==> src/rtl/pmlock_pkg.sv <==
// pmlock_pkg: shared level encoding and per-request deny thresholds for the
// code memory protection gate. Assumes exactly three protection bits.
package pmlock_pkg;

    localparam int LOCK_BITS = 3;
    localparam int NUM_GATED = 3;
    localparam int GATE_MOVC   = 0;
    localparam int GATE_PROG   = 1;
    localparam int GATE_VERIFY = 2;

    typedef enum logic [1:0] {
        PROT_OPEN        = 2'd0,
        PROT_NO_WRITE    = 2'd1,
        PROT_NO_READBACK = 2'd2,
        PROT_NO_EXTERNAL = 2'd3
    } prot_e;

    typedef struct packed {
        logic int_gnt;
        logic ext_gnt;
        logic deny;
    } fetch_res_t;

    // Lowest level at which a gated request class is refused.
    function automatic prot_e gate_floor(input int idx);
        case (idx)
            GATE_MOVC:   return PROT_NO_WRITE;
            GATE_PROG:   return PROT_NO_WRITE;
            default:     return PROT_NO_READBACK;
        endcase
    endfunction

endpackage

==> src/rtl/pmlock_level_dec.sv <==
// pmlock_level_dec: folds the protection bits into one cumulative level.
// Bit i set implies level i+1; the highest implied level wins, so irregular
// patterns still get the strongest protection any set bit asks for.
module pmlock_level_dec
    import pmlock_pkg::*;
(
    input  logic [LOCK_BITS-1:0] lock_prog,
    output prot_e                level
);

    logic [1:0] lvl_raw;

    // Scan bits upward; a higher set bit overrides a lower one.
    always_comb begin
        lvl_raw = 2'd0;
        for (int i = 0; i < LOCK_BITS; i++) begin
            if (lock_prog[i]) lvl_raw = 2'(i + 1);
        end
    end

    assign level = prot_e'(lvl_raw);

endmodule

==> src/rtl/pmlock_ea_capture.sv <==
// pmlock_ea_capture: samples the external-access strap on every edge while
// reset is held, then freezes. The held value has no power-up value (it is
// unknown until the first reset). latch_mode selects held or live level.
module pmlock_ea_capture (
    input  logic clk,
    input  logic rst_n,
    input  logic ea_pin,
    input  logic latch_mode,
    output logic ea_eff
);

    logic ea_hold;

    // Track the pin only during reset; hold once reset is released.
    always_ff @(posedge clk) begin
        if (!rst_n) ea_hold <= ea_pin;
    end

    assign ea_eff = latch_mode ? ea_hold : ea_pin;

endmodule

==> src/rtl/pmlock_fetch_route.sv <==
// pmlock_fetch_route: decides whether a fetch uses the internal array or the
// external bus, and refuses external fetches at the top level. Assumes
// INT_DEPTH is at most 2**ADDR_W.
module pmlock_fetch_route
    import pmlock_pkg::*;
#(
    parameter int ADDR_W    = 16,
    parameter int INT_DEPTH = 4096
) (
    input  logic              fetch_req,
    input  logic [ADDR_W-1:0] fetch_addr,
    input  logic              ea_eff,
    input  prot_e             level,
    output fetch_res_t        res
);

    localparam logic [ADDR_W:0] SPACE = {1'b1, {ADDR_W{1'b0}}};

    logic beyond_int;

    generate
        if (INT_DEPTH >= SPACE) begin : g_full
            assign beyond_int = 1'b0;
        end else begin : g_part
            assign beyond_int = (fetch_addr >= ADDR_W'(INT_DEPTH));
        end
    endgenerate

    logic go_ext;
    assign go_ext = !ea_eff || beyond_int;

    // Pick exactly one response for a present fetch.
    always_comb begin
        res = '0;
        if (fetch_req) begin
            if (!go_ext)                     res.int_gnt = 1'b1;
            else if (level == PROT_NO_EXTERNAL) res.deny = 1'b1;
            else                             res.ext_gnt = 1'b1;
        end
    end

endmodule

==> src/rtl/pmlock_access_gate.sv <==
// pmlock_access_gate: grants or refuses one request class by comparing the
// current level with the class threshold FLOOR.
module pmlock_access_gate
    import pmlock_pkg::*;
#(
    parameter prot_e FLOOR = PROT_NO_WRITE
) (
    input  logic  req,
    input  prot_e level,
    output logic  gnt,
    output logic  deny
);

    logic blocked;
    assign blocked = (level >= FLOOR);

    // One of grant or deny, only when requested.
    assign deny = req && blocked;
    assign gnt  = req && !blocked;

endmodule

==> src/rtl/pmem_lock_ctrl.sv <==
// pmem_lock_ctrl: top of the code memory protection gate. Decodes the
// protection level, resolves the strap, routes fetches and gates table read,
// programming and verify. All responses are registered (one cycle latency)
// and cleared by synchronous active-low reset.
module pmem_lock_ctrl
    import pmlock_pkg::*;
#(
    parameter int ADDR_W    = 16,
    parameter int INT_DEPTH = 4096
) (
    input  logic                 clk,
    input  logic                 rst_n,
    input  logic [LOCK_BITS-1:0] lock_prog,
    input  logic                 ea_pin,
    input  logic                 fetch_req,
    input  logic [ADDR_W-1:0]    fetch_addr,
    input  logic                 movc_req,
    input  logic                 prog_req,
    input  logic                 verify_req,
    output logic                 fetch_int_gnt,
    output logic                 fetch_ext_gnt,
    output logic                 fetch_deny,
    output logic                 movc_gnt,
    output logic                 movc_deny,
    output logic                 prog_gnt,
    output logic                 prog_deny,
    output logic                 verify_gnt,
    output logic                 verify_deny,
    output logic                 ea_level,
    output logic [1:0]           prot_level
);

    prot_e      level;
    logic       ea_eff;
    fetch_res_t fres;

    logic [NUM_GATED-1:0] g_req;
    logic [NUM_GATED-1:0] g_gnt;
    logic [NUM_GATED-1:0] g_deny;

    pmlock_level_dec u_dec (
        .lock_prog (lock_prog),
        .level     (level)
    );

    pmlock_ea_capture u_ea (
        .clk        (clk),
        .rst_n      (rst_n),
        .ea_pin     (ea_pin),
        .latch_mode (lock_prog[0]),
        .ea_eff     (ea_eff)
    );

    pmlock_fetch_route #(
        .ADDR_W    (ADDR_W),
        .INT_DEPTH (INT_DEPTH)
    ) u_route (
        .fetch_req  (fetch_req),
        .fetch_addr (fetch_addr),
        .ea_eff     (ea_eff),
        .level      (level),
        .res        (fres)
    );

    assign g_req[GATE_MOVC]   = movc_req;
    assign g_req[GATE_PROG]   = prog_req;
    assign g_req[GATE_VERIFY] = verify_req;

    generate
        for (genvar g = 0; g < NUM_GATED; g++) begin : g_gate
            pmlock_access_gate #(
                .FLOOR (gate_floor(g))
            ) u_gate (
                .req   (g_req[g]),
                .level (level),
                .gnt   (g_gnt[g]),
                .deny  (g_deny[g])
            );
        end
    endgenerate

    // Register every response; clear all of them during reset.
    always_ff @(posedge clk) begin
        if (!rst_n) begin
            fetch_int_gnt <= 1'b0;
            fetch_ext_gnt <= 1'b0;
            fetch_deny    <= 1'b0;
            movc_gnt      <= 1'b0;
            movc_deny     <= 1'b0;
            prog_gnt      <= 1'b0;
            prog_deny     <= 1'b0;
            verify_gnt    <= 1'b0;
            verify_deny   <= 1'b0;
            ea_level      <= 1'b0;
            prot_level    <= 2'd0;
        end else begin
            fetch_int_gnt <= fres.int_gnt;
            fetch_ext_gnt <= fres.ext_gnt;
            fetch_deny    <= fres.deny;
            movc_gnt      <= g_gnt[GATE_MOVC];
            movc_deny     <= g_deny[GATE_MOVC];
            prog_gnt      <= g_gnt[GATE_PROG];
            prog_deny     <= g_deny[GATE_PROG];
            verify_gnt    <= g_gnt[GATE_VERIFY];
            verify_deny   <= g_deny[GATE_VERIFY];
            ea_level      <= ea_eff;
            prot_level    <= level;
        end
    end

endmodule

==> config.mk <==
export PLATFORM = sky130hd
export DESIGN_NAME = pmem_lock_ctrl
export DESIGN_NICKNAME = d
export VERILOG_FILES = /design/src/rtl/pmlock_pkg.sv /design/src/rtl/pmlock_level_dec.sv /design/src/rtl/pmlock_ea_capture.sv /design/src/rtl/pmlock_fetch_route.sv /design/src/rtl/pmlock_access_gate.sv /design/src/rtl/pmem_lock_ctrl.sv
export SDC_FILE = /design/constraint.sdc
export NUM_CORES = 1
export LEC_CHECK = 0
export CAP_MARGIN = 30
export CORE_MARGIN = 2
export CORE_UTILIZATION = 32
export CTS_CLUSTER_DIAMETER = 60
export DETAILED_ROUTE_END_ITERATION = 6
export GPL_TIMING_DRIVEN = 0
export PLACE_DENSITY_LB_ADDON = 0.05
export SYNTH_ARGS = -nofsm -noshare
export SYNTH_HDL_FRONTEND = slang
export SYNTH_HIERARCHICAL = 1
export SYNTH_SLANG_ARGS = --single-unit
==> constraint.sdc <==
create_clock -name clk -period 1.5 [get_ports clk]
set_input_delay 0.45 -clock clk [delete_from_list [all_inputs] [get_ports clk]]
set_output_delay 0.45 -clock clk [all_outputs]
set_load 0.02 [all_outputs]
==> metrics.cfg <==
[route]
top_layer = met3
drt-total-wl_um = 825
avgRoutedWirePerCell_um = 9.38
wl_met2_um = 374
drt_iter0_drc = 3
vias = 391
drcViolationCount = 0
ant_nets = 0
drtPass1Iterations = 2
route.met3.wl_um = 79
met1_length_um = 371
viasPerCell = 4.44

[yosys]
syn_area_um2 = 500
yosysTopAreaCellShare_pct = 48.0
syn_nets = 69
syn-instance-count = 43
synth-warning-count = 6
synth_top_family_by_area = simple AND/OR/NAND/NOR gates
synth_mux_area_share_pct = 3.00
yosys.area_share.simple_pct = 31.3
synth_top_area_cell = dfxtp_1
synth_area_leaders = dfxtp_1 (48%), and2_2 (14%), edfxtp_1 (6.0%), and2_1 (5.0%), nor3b_2 (5.0%)
yosysUniqueCellTypes = 17
synth-adder-area-share_pct = 0
ys_ff_latch = 13
avgSynthCellArea_um2 = 11.6
synth_compound_area_share_pct = 7.25
yosys.area_share.xor_xnor_pct = 0
ys_seq_area_share_pct = 54.0

[run]
drv_cap = 0

[worst_setup_path]
cp-start-kind = input port
crit_start = lock_prog[0]
worstSetupPathType = in2reg
reg2reg_from = u_ea/ea_hold$_DFFE_PN_
cp-end-kind = register
r2r_cells = 3
arrival_ns = 1.60
worst-path-max-fanout = 4
crit_required_ns = 1.67
rr_endpoint = fetch_int_gnt$_SDFF_PN0_
worst-r2r-setup-slack_ns = 0.42

[cts]
cts_buffer_depth = 2
insertion_delay_ns = 0.27
h-tree-depth = 1
clock_sinks = 13
tritoncts = built
cts_hold_buffers = 0
post_cts_buffers = 0
cts-root-buf = clkbuf_4
cts_buffers = 3
clkSlewWorstSetupHoldPaths_ns = 0.08

[placement]
io_buffers = 25
place_ws_ns = -0.258
dp_cells = 84
gp_congestion = 0.568
dpl.hpwl_um = 638

[sta]
grt_setup_unrepaired = no
fin_tns_setup_ns = 0
whs_ns = 0.644
clock_skew_ns = 0.00185
fmax_ghz = 0.696
slew_headroom_pct = 75.8
layout_setup_ws_ns = 0.0626
fin_crit_sh_pct = 95.8
hold_violations = 0
slew_violations = 0
setup_violations = 0
fin_crit_ns = 1.44
worstMarginPinSlew_ns = 0.360

[grt]
grt_usage_pct = 10.5
antenna_found_initial = 0
grt_max_degree = 11
grt_pass1_vias = 345
gr-total-overflow = 0
grt_pass1_wl_mm = 1.38

[final_layout]
final_cell_mix = clkdlybuf4s50_1 (13), dfxtp_1 (12), dlygate4sd2_1 (12), and2_2 (9), and2_1 (4)
final_nets = 99
diodes = 0
instances_no_fill = 88
final_common_cell = clkdlybuf4s50_1
area_delta_synth_final_pct = 58.3
drive_gt1_share_pct = 29.2

[hold_path]
min_from = u_ea/ea_hold$_DFFE_PN_
min_path_cells = 2
hold-path-endpoint = ea_level$_SDFF_PN0_
min_path_type = reg2reg

[floorplanning]
start_util_pct = 33.6
pin_count = 38
die_x_um = 43.5
die_area_um2 = 1900
fp.dieH_um = 43.5
num_rows = 14
coreArea_um2 = 1490

[power]
ir_drop_mv = 0.334
p_leak_nw = 0.372
p_per_area_nw_per_um2 = 885

[status]
status = finished clean

-- worst max-delay path by stage --
stage / to / slack (ns) / depth (start not counted)
6_report: fetch_int_gnt$_SDFF_PN0_ / 0.06 / 4
5_1_grt: fetch_ext_gnt$_SDFF_PN0_ / 0.02 / 5
3_3_place_gp: verify_gnt$_SDFF_PN0_ / -0.24 / 4
3_5_place_dp: verify_gnt$_SDFF_PN0_ / -0.26 / 4
4_1_cts: verify_gnt$_SDFF_PN0_ / 0.03 / 4
2_1_floorplan: prog_deny$_SDFF_PN0_ / 0.26 / 3
-- metrics by stage --
step | instance area (um^2) | util, % | total power [mW]
after CTS | 782 | 52.5 | 0.710
final | 792 | 53.2 | 0.701
after floorplan | 500 | - | 0.436
after global routing | 792 | 53.2 | 0.754
after detailed placement | 771 | 51.8 | 0.507
after global placement | 771 | 51.8 | 0.507
-- report_power, final --
| group | switching (mW) | total [mW] | internal (mW) | leakage, nW |
|---|---|---|---|---|
| Clock | 0.107 | 0.210 | 0.103 | 0.0150 |
| Sequential | 0.00278 | 0.368 | 0.365 | 0.109 |
| Combinational | 0.0515 | 0.122 | 0.0710 | 0.248 |
| Total | 0.162 | 0.701 | 0.539 | 0.372 |
-- flip-flops by register name, summed over array words and instances (netlist names) --
| name | count |
|---|---|
| ea_level | 1 |
| verify_gnt | 1 |
| verify_deny | 1 |
| u_ea/ea_hold | 1 |
| movc_deny | 1 |
| fetch_int_gnt | 1 |
| movc_gnt | 1 |
| prog_deny | 1 |
| prog_gnt | 1 |
| prot_level | 2 |
| fetch_deny | 1 |
| fetch_ext_gnt | 1 |
-- layer usage --
layer	GRT usage (%)	vias to the layer above
met5	0	-
met4	7.27	0
met3	5.42	0
met2	15.6	19
met1	11.5	174
li1	-	198
-- cell usage after synthesis --
master	n
dfxtp_1	12
edfxtp_1	1
a21oi_1	1
a21o_1	1
o21a_1	2
inv_1	3
and2_2	9
a221oi_1	1
and2_1	4
buf_6	1
and3_1	1
nor4_2	1
and2b_2	1
nor3b_2	2
or2_1	1
nand3_1	1
mux2_4	1
-- area by class of cell --
type                       instances  area, um^2
buffer                             1        11.3
clock buffer                       4        26.3
fill                             157         697
inverter                           3        11.3
multi-input combinational         26         218
sequential                        13         270
tap                               16        20.0
timing repair buffer              25         235
-- kinds of logic (layout without fill, tap and decap cells) --
group,count (synthesis),in the layout
simple gates,20,20
flops,13,13
compound gates,5,5
buf+inv,4,33
mux,1,1
-- worst max-delay path: stages --
cell and delay, ns:
clkdlybuf4s50_1 0.50, mux2_4 0.33, and3_1 0.15, and2_2 0.18
-- timing repair --
| item | 4_1_cts | 5_1_grt |
|---|---|---|
| setup endpoints to repair | 12 | 2 |
| gates cloned | 0 | 0 |
| resized for setup | 12 | 3 |
Note: power is estimated with default switching activity, not from simulation.
